### config.mk
export PLATFORM = sky130hd
export DESIGN_NAME = chg_notify_ctrl
export DESIGN_NICKNAME = d
export VERILOG_FILES = /design/src/rtl/cnp_pkg.sv /design/src/rtl/cnp_sync.sv /design/src/rtl/cnp_filter.sv /design/src/rtl/cnp_detect.sv /design/src/rtl/chg_notify_ctrl.sv
export SDC_FILE = /design/constraint.sdc
export NUM_CORES = 1
export LEC_CHECK = 0
export ABC_AREA = 1
export BUFFER_PORTS_ARGS = -buffer_cell sky130_fd_sc_hd__buf_4
export CAP_MARGIN = 5
export CORE_UTILIZATION = 45
export DETAILED_ROUTE_END_ITERATION = 6
export PLACE_DENSITY = 0.78
export SYNTH_ARGS = -nofsm -noshare
export SYNTH_HDL_FRONTEND = slang
export SYNTH_SLANG_ARGS = --single-unit
### constraint.sdc
create_clock -name clk_i -period 4.5 [get_ports clk_i]
set_clock_uncertainty 0.2 [all_clocks]
set_input_delay 0.9 -clock clk_i [delete_from_list [all_inputs] [get_ports clk_i]]
set_output_delay 0.9 -clock clk_i [all_outputs]
set_load 0.03 [all_outputs]
### src/rtl/cnp_pkg.sv
package cnp_pkg;
   localparam int PRIO_W = 3;

   typedef enum logic [1:0] {
      REG_PORT = 2'd0,
      REG_MASK = 2'd1,
      REG_CTRL = 2'd2,
      REG_FLAG = 2'd3
   } reg_sel_e;

   localparam int CTRL_IE_BIT   = 0;
   localparam int CTRL_PRIO_LSB = 1;
   localparam int FLAG_BIT      = 0;
endpackage

### src/rtl/cnp_sync.sv
module cnp_sync #(
   parameter int W      = 8,
   parameter int STAGES = 2
) (
   input  logic         clk_i,
   input  logic         rst_ni,
   input  logic [W-1:0] d_i,
   output logic [W-1:0] q_o
);
   logic [STAGES-1:0][W-1:0] chain_q;

   always_ff @(posedge clk_i or negedge rst_ni) begin
      if (!rst_ni) begin
         chain_q <= '0;
      end else begin
         chain_q[0] <= d_i;
         for (int s = 1; s < STAGES; s++) begin
            chain_q[s] <= chain_q[s-1];
         end
      end
   end

   assign q_o = chain_q[STAGES-1];
endmodule

### src/rtl/cnp_filter.sv
module cnp_filter #(
   parameter int W      = 8,
   parameter int STABLE = 3
) (
   input  logic         clk_i,
   input  logic         rst_ni,
   input  logic [W-1:0] raw_i,
   output logic [W-1:0] acc_o
);
   generate
      if (STABLE <= 1) begin : g_pass
         assign acc_o = raw_i;
      end else begin : g_count
         localparam int CNT_W = $clog2(STABLE);
         for (genvar p = 0; p < W; p++) begin : g_pin
            logic [CNT_W-1:0] cnt_q;
            logic             acc_q;
            always_ff @(posedge clk_i or negedge rst_ni) begin
               if (!rst_ni) begin
                  cnt_q <= '0;
                  acc_q <= 1'b0;
               end else if (raw_i[p] == acc_q) begin
                  cnt_q <= '0;
               end else if (cnt_q == CNT_W'(STABLE - 1)) begin
                  acc_q <= raw_i[p];
                  cnt_q <= '0;
               end else begin
                  cnt_q <= cnt_q + 1'b1;
               end
            end
            assign acc_o[p] = acc_q;
         end
      end
   endgenerate
endmodule

### src/rtl/cnp_detect.sv
module cnp_detect #(
   parameter int W        = 8,
   parameter int INIT_CYC = 6
) (
   input  logic         clk_i,
   input  logic         rst_ni,
   input  logic [W-1:0] acc_i,
   input  logic [W-1:0] mask_i,
   input  logic         capture_i,
   output logic [W-1:0] ref_o,
   output logic         mismatch_o
);
   localparam int INIT_W = $clog2(INIT_CYC + 1);

   logic [INIT_W-1:0] init_q;
   logic              primed;
   logic [W-1:0]      ref_q;

   assign primed = (init_q == INIT_W'(INIT_CYC));

   always_ff @(posedge clk_i or negedge rst_ni) begin
      if (!rst_ni) begin
         init_q <= '0;
      end else if (!primed) begin
         init_q <= init_q + 1'b1;
      end
   end

   always_ff @(posedge clk_i or negedge rst_ni) begin
      if (!rst_ni) begin
         ref_q <= '0;
      end else if (!primed || capture_i) begin
         ref_q <= acc_i;
      end
   end

   assign ref_o      = ref_q;
   assign mismatch_o = |((acc_i ^ ref_q) & mask_i);
endmodule

### src/rtl/chg_notify_ctrl.sv
module chg_notify_ctrl
   import cnp_pkg::*;
#(
   parameter int N_PINS        = 8,
   parameter int DATA_W        = 16,
   parameter int SYNC_STAGES   = 2,
   parameter int STABLE_CYCLES = 3
) (
   input  logic              clk_i,
   input  logic              rst_ni,
   input  logic [N_PINS-1:0] pins_i,
   input  logic              bus_wr_i,
   input  logic              bus_rd_i,
   input  logic [1:0]        bus_addr_i,
   input  logic [DATA_W-1:0] bus_wdata_i,
   output logic [DATA_W-1:0] bus_rdata_o,
   output logic              irq_o,
   output logic [PRIO_W-1:0] irq_prio_o
);
   localparam int INIT_CYC = SYNC_STAGES + STABLE_CYCLES + 1;

   initial begin
      assert (N_PINS >= 1 && N_PINS <= DATA_W)
         else $fatal(1, "N_PINS must lie in 1..DATA_W");
      assert (DATA_W >= CTRL_PRIO_LSB + PRIO_W)
         else $fatal(1, "DATA_W too narrow for control field");
      assert (SYNC_STAGES >= 2)
         else $fatal(1, "SYNC_STAGES must be at least 2");
      assert (STABLE_CYCLES >= 1)
         else $fatal(1, "STABLE_CYCLES must be at least 1");
   end

   reg_sel_e          sel;
   logic [N_PINS-1:0] sync_q;
   logic [N_PINS-1:0] filt_q;
   logic [N_PINS-1:0] ref_q;
   logic [N_PINS-1:0] mask_q;
   logic              ie_q;
   logic [PRIO_W-1:0] prio_q;
   logic              flag_q;
   logic              mismatch;
   logic              port_rd;
   logic              flag_clr;

   assign sel      = reg_sel_e'(bus_addr_i);
   assign port_rd  = bus_rd_i && (sel == REG_PORT);
   assign flag_clr = bus_wr_i && (sel == REG_FLAG) && bus_wdata_i[FLAG_BIT];

   cnp_sync #(.W(N_PINS), .STAGES(SYNC_STAGES)) sync_i (
      .clk_i (clk_i),
      .rst_ni(rst_ni),
      .d_i   (pins_i),
      .q_o   (sync_q)
   );

   cnp_filter #(.W(N_PINS), .STABLE(STABLE_CYCLES)) filt_i (
      .clk_i (clk_i),
      .rst_ni(rst_ni),
      .raw_i (sync_q),
      .acc_o (filt_q)
   );

   cnp_detect #(.W(N_PINS), .INIT_CYC(INIT_CYC)) det_i (
      .clk_i     (clk_i),
      .rst_ni    (rst_ni),
      .acc_i     (filt_q),
      .mask_i    (mask_q),
      .capture_i (port_rd),
      .ref_o     (ref_q),
      .mismatch_o(mismatch)
   );

   always_ff @(posedge clk_i or negedge rst_ni) begin
      if (!rst_ni) begin
         mask_q <= '0;
         ie_q   <= 1'b0;
         prio_q <= '0;
      end else if (bus_wr_i) begin
         if (sel == REG_MASK) begin
            mask_q <= bus_wdata_i[N_PINS-1:0];
         end
         if (sel == REG_CTRL) begin
            ie_q   <= bus_wdata_i[CTRL_IE_BIT];
            prio_q <= bus_wdata_i[CTRL_PRIO_LSB +: PRIO_W];
         end
      end
   end

   always_ff @(posedge clk_i or negedge rst_ni) begin
      if (!rst_ni) begin
         flag_q <= 1'b0;
      end else if (flag_clr) begin
         flag_q <= 1'b0;
      end else if (mismatch) begin
         flag_q <= 1'b1;
      end
   end

   always_comb begin
      bus_rdata_o = '0;
      unique case (sel)
         REG_PORT: bus_rdata_o[N_PINS-1:0] = filt_q;
         REG_MASK: bus_rdata_o[N_PINS-1:0] = mask_q;
         REG_CTRL: begin
            bus_rdata_o[CTRL_IE_BIT]                = ie_q;
            bus_rdata_o[CTRL_PRIO_LSB +: PRIO_W]    = prio_q;
         end
         REG_FLAG: bus_rdata_o[FLAG_BIT] = flag_q;
         default:  bus_rdata_o = '0;
      endcase
   end

   assign irq_o      = flag_q & ie_q;
   assign irq_prio_o = prio_q;
endmodule

-- Word-level counts from Yosys, hierarchy flattened
Cells that the tools add are included.
- bits in registers: 64
- output and inout port bits: 20
- input port bits: 30
- logic and storage cells: 103
- bitwise gates (word level): 11
- equal/unequal tests: 20
- add/sub/neg operators: 9
- reduce and logical (&&, ||, !) cells: 18
- multiplexer cells: 21
- operator list (kind ; number):
    2-bit 2-to-1 mux ; 16
    2-bit equality test, second input constant ; 10
    2-bit AND reduction ; 10
    2-bit by 1-bit adder with 2-bit output, second input constant ; 8
    3-bit one-hot mux with 3 select lines ; 1
    8-bit bitwise AND ; 1
    1-bit equality test ; 8
    1-bit NOT ; 8
    4-bit one-hot mux with 2 select lines ; 1
    8-bit OR reduction ; 1
    8-bit XOR ; 1
    1-bit one-hot mux with 4 select lines ; 1
    3-bit by 1-bit adder with 3-bit output, second input constant ; 1
    3-bit equality test, second input constant ; 1
    1-bit logical AND ; 3
    2-bit by 1-bit equality test with 1-bit output, second input constant ; 1
    2-bit logical NOT ; 1
    1-bit 2-to-1 mux ; 2
    2-bit nonzero test ; 1
    1-bit bitwise AND ; 1
    1-bit logical NOT ; 1
    1-bit logical OR ; 1

-- Longest topological paths before layout
Gate-level depths: netlist (run 1).
- depth after elaboration: 5
- mapped depth: 8
- mapped depth without buffers: 8

-- Modules after synthesis
A second synthesis (run 1) with hierarchy kept.
- cell total of the unflattened synthesis: 376
- area total of the unflattened synthesis: 2995.4 um2
- modules (own cells, without submodules) (module ; times used ; cells an instance ; area each (um2)):
    cnp_filter ; 1 ; 160 ; 1151.1
    chg_notify_ctrl ; 1 ; 106 ; 729.4
    cnp_detect ; 1 ; 86 ; 654.4
    cnp_sync ; 1 ; 24 ; 460.4

-- Worst setup path after synthesis (run 1)
No wires, ideal clock.
- kind: input to output
- from: input bus_addr_i[1]
- to: output bus_rdata_o[4]
- stages: 3
- data required time: 3.400 ns
- path slack: 1.551 ns
- arrival: 1.849 ns
- buffers on the path: 0
- cells stage by stage: nor2_1 > inv_1 > o21ai_0
- cells in the longest elaborated chain, start to end: 2
- ends and longest elaborated chain (what ; line ; RTL):
    start: declaration ; chg_notify_ctrl.sv:14 ; input logic [1:0] bus_addr_i,
    2-bit by 1-bit equality test with 1-bit output / 2-bit logical NOT (equally long branches) ; chg_notify_ctrl.sv:101 ; unique case (sel)
    4-bit one-hot mux with 2 select lines (*) ; chg_notify_ctrl.sv:101 ;
    end: declaration ; chg_notify_ctrl.sv:16 ; output logic [DATA_W-1:0] bus_rdata_o,
Mark *: on every way between the ends. The rest lies on a longest branch, timed or not.

-- Worst setup path in the final report (run 1)
Ends and elaborated chain as after synthesis.

==> flow_metrics.env, run 1 <==
export IMPL_status="completed"
export IMPL_diodes=0
export IMPL_synth_area_leader_cell="dfrtp_1"
export IMPL_grt_pass1_vias=1880
export IMPL_die_w_um=78.49
export IMPL_wl_per_cell_um=11.60
export IMPL_slew_headroom_pct=48.45
export IMPL_syn_area_um2=2633
export IMPL_areaGrowthSynthToFinish_pct=17.49
export IMPL_dp_hpwl_um=3136
export IMPL_gr_total_overflow=0
export IMPL_grt_total_usage_pct=17.38
export IMPL_hold_buffers=0
export IMPL_setup_tns_ns=0
export IMPL_io_buffers=33
export IMPL_via_per_inst=4.713
export IMPL_ys_ff_latch=64
export IMPL_hold_viol_final=0
export IMPL_fmax_ghz=0.3360
export IMPL_tightest_slew_ns=0.7733
export IMPL_cts_buffer_depth=2
export IMPL_maxSlewViolCount=0
export IMPL_crit_fanout=7
export IMPL_clkTransAtPathRegs_ns=0.06
export IMPL_rsz0062_at_grt="false"
export IMPL_postCtsResizedCells=0
export IMPL_synthSimpleGateAreaFrac_pct=16.78
export IMPL_setup_ws_ns=1.524
export IMPL_p_clk_share_pct=25.3
export IMPL_timing_hold_ws_ns=0.1467
export IMPL_vias=1838
export IMPL_cp_data_required_time_ns=3.40
export IMPL_power_mw=1.721
export IMPL_p_switching_mw=0.5760
export IMPL_ys_types=23
export IMPL_min_period_ns=2.976
export IMPL_grt_pass1_wl_um=7941
export IMPL_cts_root_buffer="clkbuf_8"
export IMPL_fp_coreArea_um2=5574
export IMPL_post_place_ws_ns=1.510
export IMPL_drt_pass1_iterations=4
export IMPL_final_common_cell="nand2_1"
export IMPL_antenna_found_initial=0
export IMPL_synth_top_area_share_pct=60.84
export IMPL_swShare_pct=33.47
export IMPL_final_cell_mix="75 x nand2_1, 64 x dfrtp_1, 43 x inv_1, 33 x buf_4, 29 x o21ai_0"
export IMPL_worst_setup_path_end_kind="output port"
export IMPL_start_kind="input port"
export IMPL_fin_crit_sh_pct=66.13
export IMPL_power_frac_seq_pct=48.9
export IMPL_power_internal_mw=1.145
export IMPL_grt_max_degree=65
export IMPL_seq_area_frac_synth_pct=60.84
export IMPL_ys_warn_count=0
export IMPL_synthXorXnorAreaFrac_pct=3.327
export IMPL_synth_top_family_by_area="simple AND/OR/NAND/NOR gates"
export IMPL_drt_iter0_markers=140
export IMPL_drc=0
export IMPL_clk_insertion_delay_late_ns=0.33
export IMPL_worstPathArrival_ns=1.88
export IMPL_synth_avg_cell_area_um2=9.608
export IMPL_p_per_area_nw_per_um2=556.5
export IMPL_cts_buffers_inserted=9
export IMPL_clock_sinks=64
export IMPL_fillers=479
export IMPL_dieArea_um2=6160
export IMPL_num_io_pins=50
export IMPL_num_rows=27
export IMPL_setup_violations_final=0
export IMPL_cellLeakagePower_nw=1.574
export IMPL_max_cap_violations=0
export IMPL_synth_mux_area_share_pct=1.996
export IMPL_syn_inst=274
export IMPL_cts_setup_buffers=0
export IMPL_synthAdderAreaFrac_pct=0.9506
export IMPL_final_layout_size_suffix_gt1_share_pct=16.35
export IMPL_die_h_um=78.49
export IMPL_synthTopCellsByArea="dfrtp_1 61%, nand2_1 11%, inv_1 6.1%"
export IMPL_hp_class="reg2reg"
export IMPL_cts_tree="done"
export IMPL_drtAntennaViolNets=0
export IMPL_power_frac_comb_pct=25.8
export IMPL_crit_type="in2out"
export IMPL_start_util_pct=47.23
export IMPL_num_nets_final=347
export IMPL_synth_compound_area_share_pct=6.797
export IMPL_place_congestion=0.8305
export IMPL_wirelength_um=4525
export IMPL_vdd_drop_max_uv=312.3
export IMPL_htreeDepth=3
cell type report:
cell class / instances / area, um2 / area share, %
tap: 72 / 90.09 / 2.913
inverter: 44 / 165.2 / 5.340
multi-input combinational: 163 / 815.8 / 26.38
clock buffer: 14 / 172.7 / 5.583
timing repair buffer: 33 / 247.7 / 8.010
sequential: 64 / 1602 / 51.78
synth_stat cells (all sizes together):
cell type / instances
xor2: 1
o211ai: 3
dfrtp: 64
conb: 1
a31oi: 1
nand3: 8
nand2: 76
buf: 10
inv: 44
mux2: 4
a21oi: 1
nor2: 4
ha: 2
xnor2: 9
nor3: 16
nand4: 1
o21ai: 29
sequential cells by signal, indices dropped and copies added (netlist names):
signal and flops:
flag_q 1, irq_prio_o 3, sync_i.q_o 8, filt_i.g_count.g_pin.acc_q 8, det_i.ref_o 8, ie_q 1, det_i.init_q 3, mask_q 8
filt_i.g_count.g_pin.cnt_q 16, sync_i.chain_q 8
worst paths after layout:
path,cells past startpoint,startpoint,slack (ns),endpoint
min reg2reg,0,sync_i.chain_q[1],0.15,sync_i.q_o[1]
min,0,sync_i.chain_q[1],0.15,sync_i.q_o[1]
min in group asynchronous,1,rst_ni,0.44,sync_i.chain_q[7]
max in group asynchronous,1,rst_ni,3.15,sync_i.q_o[0]
max,5,bus_addr_i[1],1.52,bus_rdata_o[4]
max reg2reg,6,det_i.init_q[0],2.83,det_i.ref_o[4]
power groups by stage:
stage	Sequential, mW	Clock (mW)	Combinational, mW
final	0.842	0.436	0.443
after global routing	0.863	0.471	0.516
after CTS	0.843	0.451	0.452
after detailed placement	0.851	0	0.448
after global placement	0.842	0	0.428
after floorplan	0.832	0	0.329
cell families after synthesis:
| kind of cell | count (synthesis) |
|---|---|
| buffers and inverters | 54 |
| adder cells (fa/ha/maj) | 2 |
| AND/OR/NAND/NOR | 105 |
| flip-flops | 64 |
| AO/OA/AOI/OAI | 34 |
| multiplexers | 4 |
| other | 1 |
| XOR/XNOR | 10 |
routing by layer:
metal  wire [um]  share of wire [%]  GRT usage (%)  up-vias
li1            -                  -              -      921
met1        2000                 44          20.05      881
met2        2270                 50          27.81       25
met3         140                3.1          4.651       11
met4         113                2.5          12.78        0
met5           0                  0              0        -
per-stage QoR:
step | instances | area, um2 | util, %
final | 390 | 3093 | 55.49
after global routing | 390 | 3093 | 55.49
after CTS | 390 | 3093 | 55.49
after detailed placement | 376 | 2920 | 52.39
after global placement | 376 | 2920 | 52.39
after floorplan | 281 | 2659 | -
critical path, cell delays in order:
cell     delay, ns
buf_4         0.13
nor2_1        0.19
inv_1         0.19
o21ai_0       0.25
buf_4         0.21
Note: power is estimated with default switching activity, not from simulation.
==> inputs of run 2 (changes only) <==
- clock period: 4.5 -> 2.9 ns (I/O delays scaled with it)
==> flow_metrics.env, run 2 (synthesis results as in run 1) <==
export IMPL_dp_hpwl_um=3214
export IMPL_fmax_ghz=0.4348
export IMPL_final_cell_mix="75 x nand2_1, 64 x dfrtp_1, 43 x inv_1, 33 x buf_4, 29 x o21ai_0"
export IMPL_vdd_drop_max_uv=423.3
export IMPL_setup_tns_ns=0
export IMPL_place_congestion=0.8415
export IMPL_slew_headroom_pct=48.13
export IMPL_cts_buffer_depth=2
export IMPL_vias=1849
export IMPL_timing_hold_ws_ns=0.1247
export IMPL_final_common_cell="nand2_1"
export IMPL_num_rows=27
export IMPL_drtAntennaViolNets=0
export IMPL_start_util_pct=47.23
export IMPL_final_layout_size_suffix_gt1_share_pct=16.88
export IMPL_wirelength_um=4542
export IMPL_hold_buffers=0
export IMPL_dieArea_um2=6160
export IMPL_drt_pass1_iterations=4
export IMPL_io_buffers=33
export IMPL_rsz0062_at_grt="false"
export IMPL_max_cap_violations=0
export IMPL_crit_chain="buf_4, nor2_1, inv_1, o21ai_0, buf_4"
export IMPL_setup_violations_final=0
export IMPL_critPathSlowestCell="o21ai_0"
export IMPL_grt_pass1_wl_um=7893
export IMPL_via_per_inst=4.717
export IMPL_p_per_area_nw_per_um2=865.9
export IMPL_r2r_start="det_i.init_q[0]"
export IMPL_cts_setup_buffers=0
export IMPL_areaGrowthSynthToFinish_pct=17.97
export IMPL_crit_fanout=7
export IMPL_cpMostUsedCell="buf_4"
export IMPL_die_w_um=78.49
export IMPL_postCtsResizedCells=0
export IMPL_min_period_ns=2.300
export IMPL_clk_insertion_delay_late_ns=0.34
export IMPL_largest_reg_flops=16
export IMPL_fp_coreArea_um2=5574
export IMPL_tightest_slew_ns=0.7780
export IMPL_design_area_um2=3105
export IMPL_antenna_found_initial=0
export IMPL_gr_total_overflow=0
export IMPL_grt_max_degree=65
export IMPL_worst_setup_path_end_kind="output port"
export IMPL_cts_tree="done"
export IMPL_worstPathArrival_ns=1.52
export IMPL_place_area_um2=2920
export IMPL_hp_class="in2async"
export IMPL_cts_root_buffer="clkbuf_8"
export IMPL_drc=0
export IMPL_critPathMaxStageDelay_ns=0.23
export IMPL_cts_buffers_inserted=9
export IMPL_crit_type="in2out"
export IMPL_cellLeakagePower_nw=1.578
export IMPL_grt_total_usage_pct=17.33
export IMPL_cp_data_required_time_ns=2.12
export IMPL_status="completed"
export IMPL_num_io_pins=50
export IMPL_htreeDepth=3
export IMPL_hold_viol_final=0
export IMPL_start_kind="input port"
export IMPL_startpoint="bus_addr_i[1]"
export IMPL_path_buf_inv=3
export IMPL_grt_pass1_vias=1818
export IMPL_die_h_um=78.49
export IMPL_critPathTopFamily="buffers and inverters"
export IMPL_top_register="filt_i.g_count.g_pin.cnt_q"
export IMPL_diodes=0
export IMPL_num_nets_final=347
export IMPL_clock_sinks=64
export IMPL_fin_crit_sh_pct=79.31
export IMPL_maxSlewViolCount=0
export IMPL_clkTransAtPathRegs_ns=0.06
export IMPL_wl_per_cell_um=11.59
export IMPL_drt_iter0_markers=125
==> run 2: worst reg2reg max path, delay by kind of cell (launching register included) <==
kind | cells | cell delay (ns)
compound gates | 1 | 0.16
fa+ha+maj | 1 | 0.18
buf+inv | 2 | 0.14
flops | 1 | 0.39
simple gates | 2 | 0.48
==> run 2: power breakdown <==
group | switching, mW | internal (mW) | leakage, nW | total [mW]
clock network | 0.321 | 0.379 | 0.0927 | 0.701
logic | 0.406 | 0.277 | 0.714 | 0.683
registers | 0.178 | 1.13 | 0.771 | 1.31
==> run 2: worst paths after layout <==
path                            slack, ns                                to  cells past startpoint
worst max register to register       1.20                    det_i.ref_o[4]                      6
max in group asynchronous            1.88                              ie_q                      1
worst max-delay path                 0.60                    bus_rdata_o[5]                      5
worst min-delay path                 0.12  filt_i.g_count.g_pin[0].cnt_q[1]                      1
min in group clk_i                   0.14                 sync_i.chain_q[3]                      1
worst min register to register       0.15                     sync_i.q_o[1]                      0
==> run 2: routing by layer <==
metal	share of wire, %	GRT usage (%)
met4	3.2	14.26
met5	0	0
met2	49	27.11
met1	44	20.05
met3	3.5	4.419
==> run 2: cell type report <==
type | instances | area, um2
Clock buffer | 14 | 172.7
Clock inverter | 2 | 12.51
Fill cell | 504 | 2469
Inverter | 44 | 165.2
Multi-Input combinational cell | 163 | 815.8
Sequential cell | 64 | 1602
Tap cell | 72 | 90.09
Timing Repair Buffer | 33 | 247.7
==> run 2: per-stage QoR <==
stage | power, mW | util, % | worst slack (ns) | cells
detailed placement | 2.011 | 52.39 | 0.5795 | 376
CTS | 2.721 | 55.71 | 0.5798 | 392
floorplan | 1.802 | - | 0.5907 | 281
finish | 2.689 | 55.71 | 0.6001 | 392
global route | 2.882 | 55.71 | 0.4566 | 392
global placement | 1.970 | 52.39 | 0.5481 | 376
